[config.mk]
export PLATFORM = sky130hd
export DESIGN_NAME = uart_frame_tx
export DESIGN_NICKNAME = d
export VERILOG_FILES = /design/src/rtl/uart_tx_pkg.sv /design/src/rtl/uart_tx_holdreg.sv /design/src/rtl/uart_tx_framer.sv /design/src/rtl/uart_tx_seq.sv /design/src/rtl/uart_frame_tx.sv
export SDC_FILE = /design/constraint.sdc
export NUM_CORES = 1
export LEC_CHECK = 0
export ABC_AREA = 1
export CORE_ASPECT_RATIO = 1.5
export CORE_UTILIZATION = 40
export DETAILED_ROUTE_END_ITERATION = 16
export DONT_BUFFER_PORTS = 1
export PLACE_DENSITY = 0.55
export RECOVER_POWER = 100
export SLEW_MARGIN = 30
export SYNTH_ARGS = -nofsm -noshare
export SYNTH_HDL_FRONTEND = slang
export SYNTH_SLANG_ARGS = --single-unit
export TNS_END_PERCENT = 5
[constraint.sdc]
create_clock -name clk_i -period 2.73 [get_ports clk_i]
set_input_delay 0.4095 -clock clk_i [delete_from_list [all_inputs] [get_ports clk_i]]
set_output_delay 0.4095 -clock clk_i [all_outputs]
set_load 0.02 [all_outputs]
[src/rtl/uart_tx_pkg.sv]
package uart_tx_pkg;
  typedef enum logic [1:0] {
    MODE_PLAIN     = 2'd0,
    MODE_IDLE_LINE = 2'd1,
    MODE_ADDR_BIT  = 2'd2,
    MODE_AUTO_BAUD = 2'd3
  } tx_mode_e;

  typedef enum logic [2:0] {
    ST_IDLE,
    ST_GAP,
    ST_BREAK,
    ST_DELIM,
    ST_SHIFT
  } tx_state_e;
endpackage

[src/rtl/uart_tx_holdreg.sv]
module uart_tx_holdreg #(
  parameter int unsigned DATA_W = 8
) (
  input  logic              clk_i,
  input  logic              rst_ni,
  input  logic              soft_rst_i,
  input  logic              wr_i,
  input  logic [DATA_W-1:0] wr_data_i,
  input  logic              addr_mark_i,
  input  logic              break_mark_i,
  input  logic              take_i,
  output logic              wr_accept_o,
  output logic              full_o,
  output logic [DATA_W-1:0] data_o,
  output logic              addr_o,
  output logic              brk_o,
  output logic              addr_pend_o,
  output logic              brk_pend_o
);
  logic full_q, addr_q, brk_q, apend_q, bpend_q;
  logic [DATA_W-1:0] data_q;

  assign wr_accept_o = wr_i && !full_q && !soft_rst_i;

  always_ff @(posedge clk_i or negedge rst_ni) begin
    if (!rst_ni) begin
      full_q <= 1'b0; addr_q <= 1'b0; brk_q <= 1'b0;
      apend_q <= 1'b0; bpend_q <= 1'b0; data_q <= '0;
    end else if (soft_rst_i) begin
      full_q <= 1'b0; addr_q <= 1'b0; brk_q <= 1'b0;
      apend_q <= 1'b0; bpend_q <= 1'b0;
    end else begin
      if (addr_mark_i)  apend_q <= 1'b1;
      if (break_mark_i) bpend_q <= 1'b1;
      if (wr_accept_o) begin
        full_q <= 1'b1;
        data_q <= wr_data_i;
        addr_q <= apend_q || addr_mark_i;
        brk_q  <= bpend_q || break_mark_i;
      end
      // marks belong to the byte being launched
      if (take_i) begin
        full_q  <= 1'b0;
        apend_q <= 1'b0;
        bpend_q <= 1'b0;
      end
    end
  end

  assign full_o      = full_q;
  assign data_o      = data_q;
  assign addr_o      = addr_q;
  assign brk_o       = brk_q;
  assign addr_pend_o = apend_q;
  assign brk_pend_o  = bpend_q;
endmodule

[src/rtl/uart_tx_framer.sv]
module uart_tx_framer #(
  parameter int unsigned DATA_W  = 8,
  parameter int unsigned FRAME_W = DATA_W + 5,
  parameter int unsigned LEN_W   = $clog2(FRAME_W + 1)
) (
  input  logic [DATA_W-1:0]  data_i,
  input  logic               par_en_i,
  input  logic               par_even_i,
  input  logic               msb_first_i,
  input  logic               two_stop_i,
  input  logic               abit_en_i,
  input  logic               abit_i,
  output logic [FRAME_W-1:0] bits_o,
  output logic [LEN_W-1:0]   len_o
);
  int unsigned pos;

  always_comb begin
    bits_o    = '1;
    bits_o[0] = 1'b0;
    for (int unsigned i = 0; i < DATA_W; i++)
      bits_o[1+i] = msb_first_i ? data_i[DATA_W-1-i] : data_i[i];
    pos = DATA_W + 1;
    if (par_en_i) begin
      bits_o[pos] = par_even_i ? ^data_i : ~^data_i;
      pos = pos + 1;
    end
    if (abit_en_i) begin
      bits_o[pos] = abit_i;
      pos = pos + 1;
    end
    // stop bits are the ones left in place
    len_o = LEN_W'(pos + 1 + (two_stop_i ? 1 : 0));
  end
endmodule

[src/rtl/uart_tx_seq.sv]
module uart_tx_seq
  import uart_tx_pkg::*;
#(
  parameter int unsigned DATA_W    = 8,
  parameter int unsigned IDLE_BITS = 11,
  parameter int unsigned BRK_BITS  = 13,
  parameter int unsigned FRAME_W   = DATA_W + 5,
  parameter int unsigned LEN_W     = $clog2(FRAME_W + 1)
) (
  input  logic               clk_i,
  input  logic               rst_ni,
  input  logic               soft_rst_i,
  input  logic               bit_tick_i,
  input  tx_mode_e           mode_i,
  input  logic               wr_accept_i,
  input  logic               buf_full_i,
  input  logic [DATA_W-1:0]  buf_data_i,
  input  logic               buf_addr_i,
  input  logic               buf_brk_i,
  input  logic [FRAME_W-1:0] frame_bits_i,
  input  logic [LEN_W-1:0]   frame_len_i,
  output logic               take_o,
  output logic [DATA_W-1:0]  fr_char_o,
  output logic               fr_abit_o,
  output logic               tx_o,
  output logic               done_o
);
  localparam int unsigned MAX_A = (IDLE_BITS > BRK_BITS) ? IDLE_BITS : BRK_BITS;
  localparam int unsigned MAX_C = (MAX_A > FRAME_W) ? MAX_A : FRAME_W;
  localparam int unsigned CNT_W = $clog2(MAX_C + 1);

  tx_state_e          st_q, st_d;
  logic [CNT_W-1:0]   cnt_q, cnt_d;
  logic [FRAME_W-1:0] sh_q, sh_d;
  logic               tx_q, tx_d, done_q, done_d, addr_q, addr_d;
  logic [DATA_W-1:0]  char_q, char_d;
  logic               frame_end, launch, enter_shift;

  assign frame_end = bit_tick_i &&
                     ((st_q == ST_SHIFT && cnt_q == '0) ||
                      (st_q == ST_DELIM && mode_i != MODE_AUTO_BAUD));
  assign launch    = buf_full_i && ((bit_tick_i && st_q == ST_IDLE) || frame_end);
  assign take_o    = launch;
  assign fr_char_o = launch ? buf_data_i : char_q;
  assign fr_abit_o = launch ? buf_addr_i : addr_q;

  always_comb begin
    st_d = st_q; cnt_d = cnt_q; sh_d = sh_q; tx_d = tx_q;
    done_d = done_q; char_d = char_q; addr_d = addr_q;
    enter_shift = 1'b0;
    if (bit_tick_i) begin
      case (st_q)
        ST_GAP:   if (cnt_q == '0) enter_shift = 1'b1; else cnt_d = cnt_q - 1'b1;
        ST_BREAK: if (cnt_q == '0) begin st_d = ST_DELIM; tx_d = 1'b1; end
                  else cnt_d = cnt_q - 1'b1;
        ST_DELIM: if (mode_i == MODE_AUTO_BAUD) enter_shift = 1'b1;
        ST_SHIFT: if (cnt_q != '0) begin
                    tx_d  = sh_q[0];
                    sh_d  = {1'b1, sh_q[FRAME_W-1:1]};
                    cnt_d = cnt_q - 1'b1;
                  end
        default: ;
      endcase
    end
    if (frame_end && !buf_full_i) begin
      st_d = ST_IDLE; tx_d = 1'b1; done_d = 1'b1;
    end
    if (launch) begin
      char_d = buf_data_i;
      addr_d = buf_addr_i;
      if (buf_brk_i) begin
        st_d = ST_BREAK; tx_d = 1'b0; cnt_d = CNT_W'(BRK_BITS - 1);
      end else if (mode_i == MODE_IDLE_LINE && buf_addr_i) begin
        st_d = ST_GAP; tx_d = 1'b1; cnt_d = CNT_W'(IDLE_BITS - 1);
      end else begin
        enter_shift = 1'b1;
      end
    end
    if (enter_shift) begin
      st_d  = ST_SHIFT;
      tx_d  = frame_bits_i[0];
      sh_d  = {1'b1, frame_bits_i[FRAME_W-1:1]};
      cnt_d = CNT_W'(frame_len_i - 1'b1);
    end
    if (wr_accept_i) done_d = 1'b0;
  end

  always_ff @(posedge clk_i or negedge rst_ni) begin
    if (!rst_ni) begin
      st_q <= ST_IDLE; cnt_q <= '0; sh_q <= '1; tx_q <= 1'b1;
      done_q <= 1'b0; char_q <= '0; addr_q <= 1'b0;
    end else if (soft_rst_i) begin
      st_q <= ST_IDLE; cnt_q <= '0; sh_q <= '1; tx_q <= 1'b1;
      done_q <= 1'b0; addr_q <= 1'b0;
    end else begin
      st_q <= st_d; cnt_q <= cnt_d; sh_q <= sh_d; tx_q <= tx_d;
      done_q <= done_d; char_q <= char_d; addr_q <= addr_d;
    end
  end

  assign tx_o   = tx_q;
  assign done_o = done_q;
endmodule

[src/rtl/uart_frame_tx.sv]
module uart_frame_tx
  import uart_tx_pkg::*;
#(
  parameter int unsigned DATA_W    = 8,
  parameter int unsigned IDLE_BITS = 11,
  parameter int unsigned BRK_BITS  = 13
) (
  input  logic              clk_i,
  input  logic              rst_ni,
  input  logic              soft_rst_i,
  input  logic              bit_tick_i,
  input  logic              par_en_i,
  input  logic              par_even_i,
  input  logic              msb_first_i,
  input  logic              two_stop_i,
  input  logic [1:0]        mode_i,
  input  logic              addr_mark_i,
  input  logic              break_mark_i,
  input  logic              wr_i,
  input  logic [DATA_W-1:0] wr_data_i,
  output logic              tx_o,
  output logic              buf_rdy_o,
  output logic              tx_done_o,
  output logic              addr_pend_o,
  output logic              brk_pend_o
);
  localparam int unsigned FRAME_W = DATA_W + 5;
  localparam int unsigned LEN_W   = $clog2(FRAME_W + 1);

  tx_mode_e           mode;
  logic               wr_accept, take, buf_full, buf_addr, buf_brk, fr_abit;
  logic [DATA_W-1:0]  buf_data, fr_char;
  logic [FRAME_W-1:0] fr_bits;
  logic [LEN_W-1:0]   fr_len;

  assign mode = tx_mode_e'(mode_i);

  uart_tx_holdreg #(.DATA_W(DATA_W)) u_hold (
    .clk_i, .rst_ni, .soft_rst_i, .wr_i, .wr_data_i, .addr_mark_i, .break_mark_i,
    .take_i(take), .wr_accept_o(wr_accept), .full_o(buf_full), .data_o(buf_data),
    .addr_o(buf_addr), .brk_o(buf_brk), .addr_pend_o, .brk_pend_o
  );

  uart_tx_framer #(.DATA_W(DATA_W), .FRAME_W(FRAME_W), .LEN_W(LEN_W)) u_framer (
    .data_i(fr_char), .par_en_i, .par_even_i, .msb_first_i, .two_stop_i,
    .abit_en_i(mode == MODE_ADDR_BIT), .abit_i(fr_abit),
    .bits_o(fr_bits), .len_o(fr_len)
  );

  uart_tx_seq #(
    .DATA_W(DATA_W), .IDLE_BITS(IDLE_BITS), .BRK_BITS(BRK_BITS),
    .FRAME_W(FRAME_W), .LEN_W(LEN_W)
  ) u_seq (
    .clk_i, .rst_ni, .soft_rst_i, .bit_tick_i, .mode_i(mode),
    .wr_accept_i(wr_accept), .buf_full_i(buf_full), .buf_data_i(buf_data),
    .buf_addr_i(buf_addr), .buf_brk_i(buf_brk), .frame_bits_i(fr_bits),
    .frame_len_i(fr_len), .take_o(take), .fr_char_o(fr_char), .fr_abit_o(fr_abit),
    .tx_o, .done_o(tx_done_o)
  );

  assign buf_rdy_o = !buf_full;
endmodule

# --- Yosys cells after proc, flatten, opt, wreduce, memory -nomap -nowiden ---
# Index checks and enable logic that the tools add are counted.
word_totals:
  register_bits: 44
  input_bits: 21
  out_inout_bits: 5
  elab_cells: 137
op_classes:
  add_sub_neg: 5
  magnitude_cmp: 2
  n_eq_ne: 8
  mux: 76
  n_bitwise: 1
  n_reduce_logical: 32
op_table:
  columns: ["op", "n"]
  rows:
  - ["two-way mux 13 bit", 6]
  - ["two-way mux 1 bit", 45]
  - ["two-way mux 4 bit", 9]
  - ["two-way mux 3 bit", 9]
  - ["nonzero test 3 bit", 7]
  - ["bitwise mux 13 bit", 1]
  - ["logical AND 1 bit", 10]
  - ["adder 4 x 1 -> 4 bit, second input constant", 2]
  - ["two-way mux 8 bit", 1]
  - ["case mux 4 bit (2 select lines)", 1]
  - ["XNOR reduction 8 bit", 1]
  - ["XOR reduction 8 bit", 1]
  - ["subtractor 4 x 1 -> 4 bit, second input constant", 2]
  - ["== test 3 x 2 -> 1 bit, second input constant", 2]
  - ["< comparator 4 x 5 -> 1 bit, second input constant", 1]
  - ["adder 4 bit", 1]
  - ["demux 1 bit (select 4 bit)", 1]
  - ["== test 2 bit, second input constant", 2]
  - ["greater-or-equal comparator 4 x 1 -> 1 bit, second input constant", 1]
  - ["logical NOT 4 bit", 1]
  - ["logical OR 1 bit", 4]
  - ["case mux 1 bit (2 select lines)", 2]
  - ["nonzero test 4 bit", 1]
  - ["== test 3 x 1 -> 1 bit, second input constant", 1]
  - ["11 further kinds", 12]

# --- Depth between registers and ports, before layout ---
depth:
  depth_word: 14
  depth_mapped: 21
  ltp_nobuf: 20

# --- Cells and area by module ---
# From an unflattened synthesis, not the netlist that was laid out.
hier_totals:
  hier_cells: 385
  hier_area_um2: 2849.0
modules_own_cells:
  columns: ["mod", "n_inst", "cells_each", "area_per_inst_um2", "seq_area_each_um2"]
  rows:
  - ["uart_tx_seq", 1, 256, 1958.1, 767.0]
  - ["uart_tx_holdreg", 1, 63, 583.1, 325.3]
  - ["uart_tx_framer", 1, 63, 294.0, 0.0]
  - ["uart_frame_tx", 1, 3, 13.8, 0.0]

# --- Worst setup path after synthesis ---
# No wires, ideal clock.
synth_timing:
  kind: "reg2reg"
  start: "register u_seq.cnt_q[0]"
  end: "register u_seq.sh_q[8]"
  setup_ps: 73
  t_arrival_ps: 1931
  required_ps: 2657
  setup_slack_ps: 726
  stages_incl_launch_ff: 22
  path_buffers: 1
  period_less_slack_ps: 2004
  cell_sequence: "dfrtp_1 inv_1 ha_1 nand2_1 nor2_2 nand2_2 nand3_2 nand2_4 buf_6 nand2_2 nand2_2 nand2_1 nand2_1 nand2_1 inv_1 nor2_1 nand2_1 nand2_1 nand2_1 nand3_1 nand2_1 a21oi_1"
synth_via:
  elab_chain_cells: 14
  elab_cells_between_ends: 27
  cone_classes: "mux (14); reduce/logical (13)"
synth_lines:
  columns: ["element", "line", "rtl"]
  rows:
  - ["start, declared", "uart_tx_seq.sv:33", "logic [CNT_W-1:0] cnt_q, cnt_d;"]
  - ["start signal, assigned", "uart_tx_seq.sv:90", "st_q <= ST_IDLE; cnt_q <= '0; sh_q <= '1; tx_q <= 1'b1;"]
  - ["start signal, assigned", "uart_tx_seq.sv:93", "st_q <= ST_IDLE; cnt_q <= '0; sh_q <= '1; tx_q <= 1'b1;"]
  - ["start signal, assigned", "uart_tx_seq.sv:96", "st_q <= st_d; cnt_q <= cnt_d; sh_q <= sh_d; tx_q <= tx_d;"]
  - ["logical NOT 4 bit", "uart_tx_seq.sv:40, uart_tx_seq.sv:53", null]
  - ["logical AND 1 bit", "uart_tx_seq.sv:40", "((st_q == ST_SHIFT && cnt_q == '0) ||"]
  - ["logical OR 1 bit", "uart_tx_seq.sv:40", null]
  - ["logical AND 1 bit", "uart_tx_seq.sv:39", "assign frame_end = bit_tick_i &&"]
  - ["logical OR 1 bit", "uart_tx_seq.sv:42", "assign launch = buf_full_i && ((bit_tick_i && st_q == ST_IDLE) || frame_end);"]
  - ["logical AND 1 bit", "uart_tx_seq.sv:42", null]
  - ["two-way mux 8 bit", null, null]
  - ["XNOR reduction 8 bit or XOR reduction 8 bit (tied branches)", "uart_tx_framer.sv:25", "bits_o[pos] = par_even_i ? ^data_i : ~^data_i;"]
  - ["two-way mux 1 bit", "uart_tx_framer.sv:25", null]
  - ["two-way mux 1 bit", "uart_tx_framer.sv:24", "if (par_en_i) begin"]
  - ["bitwise mux 13 bit", "uart_tx_framer.sv:29", "bits_o[pos] = abit_i;"]
  - ["two-way mux 13 bit", "uart_tx_framer.sv:28", "if (abit_en_i) begin"]
  - ["two-way mux 13 bit", "uart_tx_seq.sv:79", "if (enter_shift) begin"]
  - ["two-way mux 13 bit", "uart_tx_seq.sv:92", "end else if (soft_rst_i) begin"]
  - ["end signal, assigned", "uart_tx_seq.sv:90", null]
  - ["end signal, assigned", "uart_tx_seq.sv:93", null]
  - ["end signal, assigned", "uart_tx_seq.sv:96", null]
  - ["end, declared", "uart_tx_seq.sv:34", "logic [FRAME_W-1:0] sh_q, sh_d;"]
# Parallel ways exist; a longest one is shown, timed or not.
# A chain may end at the register's enable or synchronous reset.

# --- Worst setup path in the final report ---
layout_timing:
  start: "register u_seq.cnt_q[0]"
  end: "register u_seq.sh_q[9]"
layout_via:
  elab_chain_cells: 11
  elab_cells_between_ends: 22
  cone_classes: "mux (11); reduce/logical (11)"
layout_lines:
  columns: ["element"]
  rows:
  - ["parallel branches: the longest is 11 deep, another holds logical NOT 4 bit"]
# Parallel ways; which one is timed is not known.

==> results.cfg <==
[power]
ir_worst_vdd_mv = 0.373
cellPowerDensity_nw_per_um2 = 611
leakage_uw = 0.00131

[yosys]
synthDistinctLibCells = 36
synth_warnings = 0
avgSynthCellArea_um2 = 7.34
synth.area.top_cells = dfrtp_1, nand2_1, dfstp_2, inv_1, o21ai_0
syn_nets = 362
yosysTopAreaCell = dfrtp_1
syn-instance-count = 337
ys_seq_area_share_pct = 42.0
synth.top_cell.area_share_pct = 30.3
ys_ff_latch = 41
synthesis.area_um2 = 2470

[critical_path]
worst-endpoint-required_ns = 2.95
r2r_slack_ns = 0.33
slowest_stage = dfrtp_1
cp-end-kind = register
cp_cell_sequence = inv_1, ha_1, nand2_1, nor2_2, nand2_2, nand3_2, nand2_4, clkinvlp_2, nand3_1, nand2_1, inv_2, nand2_1, nor2_1, inv_1, o32a_1
criticalPathCategory = register to register
cp_common_cell = nand2_1
critPathArrivalTime_ns = 2.63
worstRegToRegCells = 15
worstPathMaxFanout = 22
cpPeakStageDelay_ns = 0.35
cp_top_family = simple AND/OR/NAND/NOR gates
worstReg2RegEnd = u_seq.sh_q[9]$_DFFE_PN1P_
reg2reg_from = u_seq.cnt_q[0]$_DFF_PN0_
cp_num_buf_inv = 4
start_kind = register

[die]
ios = 26
fp-row-count = 34
die-area_um2 = 6510
core-area_um2 = 5870
die_h_um = 98.3
initial_core_util_pct = 42.2
die_x_um = 66.2

[route]
viasPerCell = 5.13
drtIter0Drc = 77
ant_nets = 0
vias = 2114
drt_pass1_iterations = 4
drc = 0
post_drt_wl_per_cell_um = 13.8
wl_um = 5700

[outcome]
violations = max-capacitance violations, max-slew violations
status = complete, but fails checks

[clock_network]
clock_latency_ns = 0.30
cts.repair.resized = 0
numCtsBuffers = 5
cts_sinks = 41
cts_buffer_depth = 2
postCtsSetupBuffers = 0
h-tree-depth = 2
path_clk_slew_ns = 0.08
ctsHoldBuffers = 2
root_buffer = clkbuf_8
cts_tree = built

[sta]
worst_pin_slew_ns = 1.82
setup_tns_ns = 0
timing.final.crit_share_pct = 88.0
hold_viol = 0
skew_ns = 0.00738
finalCriticalPeriod_ns = 2.40
report.final.slew_viol_count = 42
relSlewSlack_pct = -21.1
clock.fmax_mhz = 416
setup_viol = 0
grt_setup_unrepaired = no

[cells_and_area]
final_nets = 365
fillers = 615
area_growth_pct = 6.42
drive_gt1_share_pct = 12.6
fin_util_pct = 44.9
n_antenna_cell = 0

[grt]
grt_max_degree = 42
grt_overflow = 0
grt_pass1_vias = 2153
grt_pass1_wl_um = 9960
antenna_found_initial = 0
grt_use_total_pct = 20.1

[min_path]
min_delay_worst_endpoint = u_seq.addr_q$_DFF_PN0_
worstHoldPathType = primary input to register
hold_start = soft_rst_i
hold_depth = 1

[placed_design]
port-buffer-count = 0
place.gp.congestion = 0.767
dp_hpwl_um = 4450

[flow_run]
maxCapViolCount = 1
## cells by family after synthesis
| group | count (synthesis) | share of synthesized area [%] |
|---|---|---|
| buffers and inverters | 55 | 9.25 |
| AND/OR/NAND/NOR | 166 | 29.4 |
| AO/OA/AOI/OAI | 67 | 15.5 |
| flip-flops | 41 | 42.0 |
| adder cells (fa/ha/maj) | 4 | 2.02 |
| multiplexers | 4 | 1.82 |
## cell usage after synthesis (all sizes together)
master,number
o31ai,2
a211oi,1
inv,43
nand4,4
o221ai,1
a31oi,1
o21ai,26
mux2,4
nand2,105
dfrtp,30
a22oi,1
a21oi,22
ha,4
o32a,1
clkinv,1
o211ai,7
nor2,29
nor3,2
o22ai,3
dfstp,11
clkbuf,6
buf,5
nand3b,3
a211o,1
a21boi,1
nand3,23
## stage by stage
stage | hold WS [ns] | setup WS, ns | power [µW] | cells | area (µm²)
4_1_cts | 0.165 | 0.339 | 1640 | 412 | 2650
3_3_place_gp | 0.115 | 0.409 | 1220 | 403 | 2540
3_5_place_dp | 0.115 | 0.343 | 1230 | 403 | 2540
6_report | 0.175 | 0.327 | 1610 | 412 | 2630
5_1_grt | 0.168 | 0.0195 | 1740 | 412 | 2630
2_1_floorplan | 0.114 | 0.726 | 1130 | 337 | 2470
## state kept, by name, indices dropped and copies added (netlist names), 3 cells and up
| name | cells |
|---|---|
| u_seq.st_q | 3 |
| u_hold.data_o | 8 |
| u_seq.sh_q | 10 |
| u_seq.char_q | 8 |
| u_seq.cnt_q | 4 |
## where the power goes
group / internal [µW] / switching, µW / total (µW)
sequential: 690 / 65.3 / 755
combinational: 163 / 305 / 468
clock: 172 / 214 / 386
total: 1020 / 584 / 1610
## worst max path at each step
stage | endpoint | start | slack [ns] | cells past startpoint
after floorplan | u_seq.sh_q[8]$_DFFE_PN1P_ | u_seq.cnt_q[0]$_DFF_PN0_ | 0.73 | 21
after global placement | u_seq.sh_q[8]$_DFFE_PN1P_ | u_seq.cnt_q[0]$_DFF_PN0_ | 0.41 | 18
after detailed placement | u_seq.sh_q[8]$_DFFE_PN1P_ | u_seq.cnt_q[0]$_DFF_PN0_ | 0.34 | 18
after CTS | u_seq.sh_q[8]$_DFFE_PN1P_ | u_seq.cnt_q[0]$_DFF_PN0_ | 0.34 | 18
after global routing | u_seq.sh_q[1]$_DFFE_PN1P_ | u_seq.cnt_q[0]$_DFF_PN0_ | 0.02 | 15
final | u_seq.sh_q[9]$_DFFE_PN1P_ | u_seq.cnt_q[0]$_DFF_PN0_ | 0.33 | 15
## layout by cell type, fill, tap and decap left out, types with 5 or more instances in the layout
cell type / n
a21oi_1: 22
clkbuf_8: 5
dfrtp_1: 30
nand2_1: 95
dfstp_2: 10
inv_1: 39
nor2_1: 27
o211ai_1: 7
nand2_2: 9
o21ai_0: 23
nand3_1: 22
## area by class of cell
cell class	count	area (µm²)	share of cell area [%]
Clock buffer	5	68.8	2.61
Clock inverter	2	11.3	0.428
Inverter	44	166	6.32
Multi-Input combinational cell	241	1200	45.7
Sequential cell	41	1040	39.5
Tap cell	72	90.1	3.42
Timing Repair Buffer	7	53.8	2.04
## worst reg2reg max path: cells and delay by family (launching register included)
family | cells | cell delay (ns)
adder cells (fa/ha/maj) | 1 | 0.22
buffers and inverters | 4 | 0.57
AND/OR/NAND/NOR | 9 | 1.01
flip-flops | 1 | 0.35
AO/OA/AOI/OAI | 1 | 0.18
## layer usage
| layer | vias up | global-route usage, % | wire (µm) |
|---|---|---|---|
| met5 | - | 0 | 0 |
| met4 | 0 | 5.89 | 73 |
| met3 | 5 | 2.80 | 119 |
| met2 | 19 | 38.5 | 3200 |
| met1 | 988 | 22.0 | 2300 |
| li1 | 1102 | - | - |
Power figures use the tool's default switching activity.
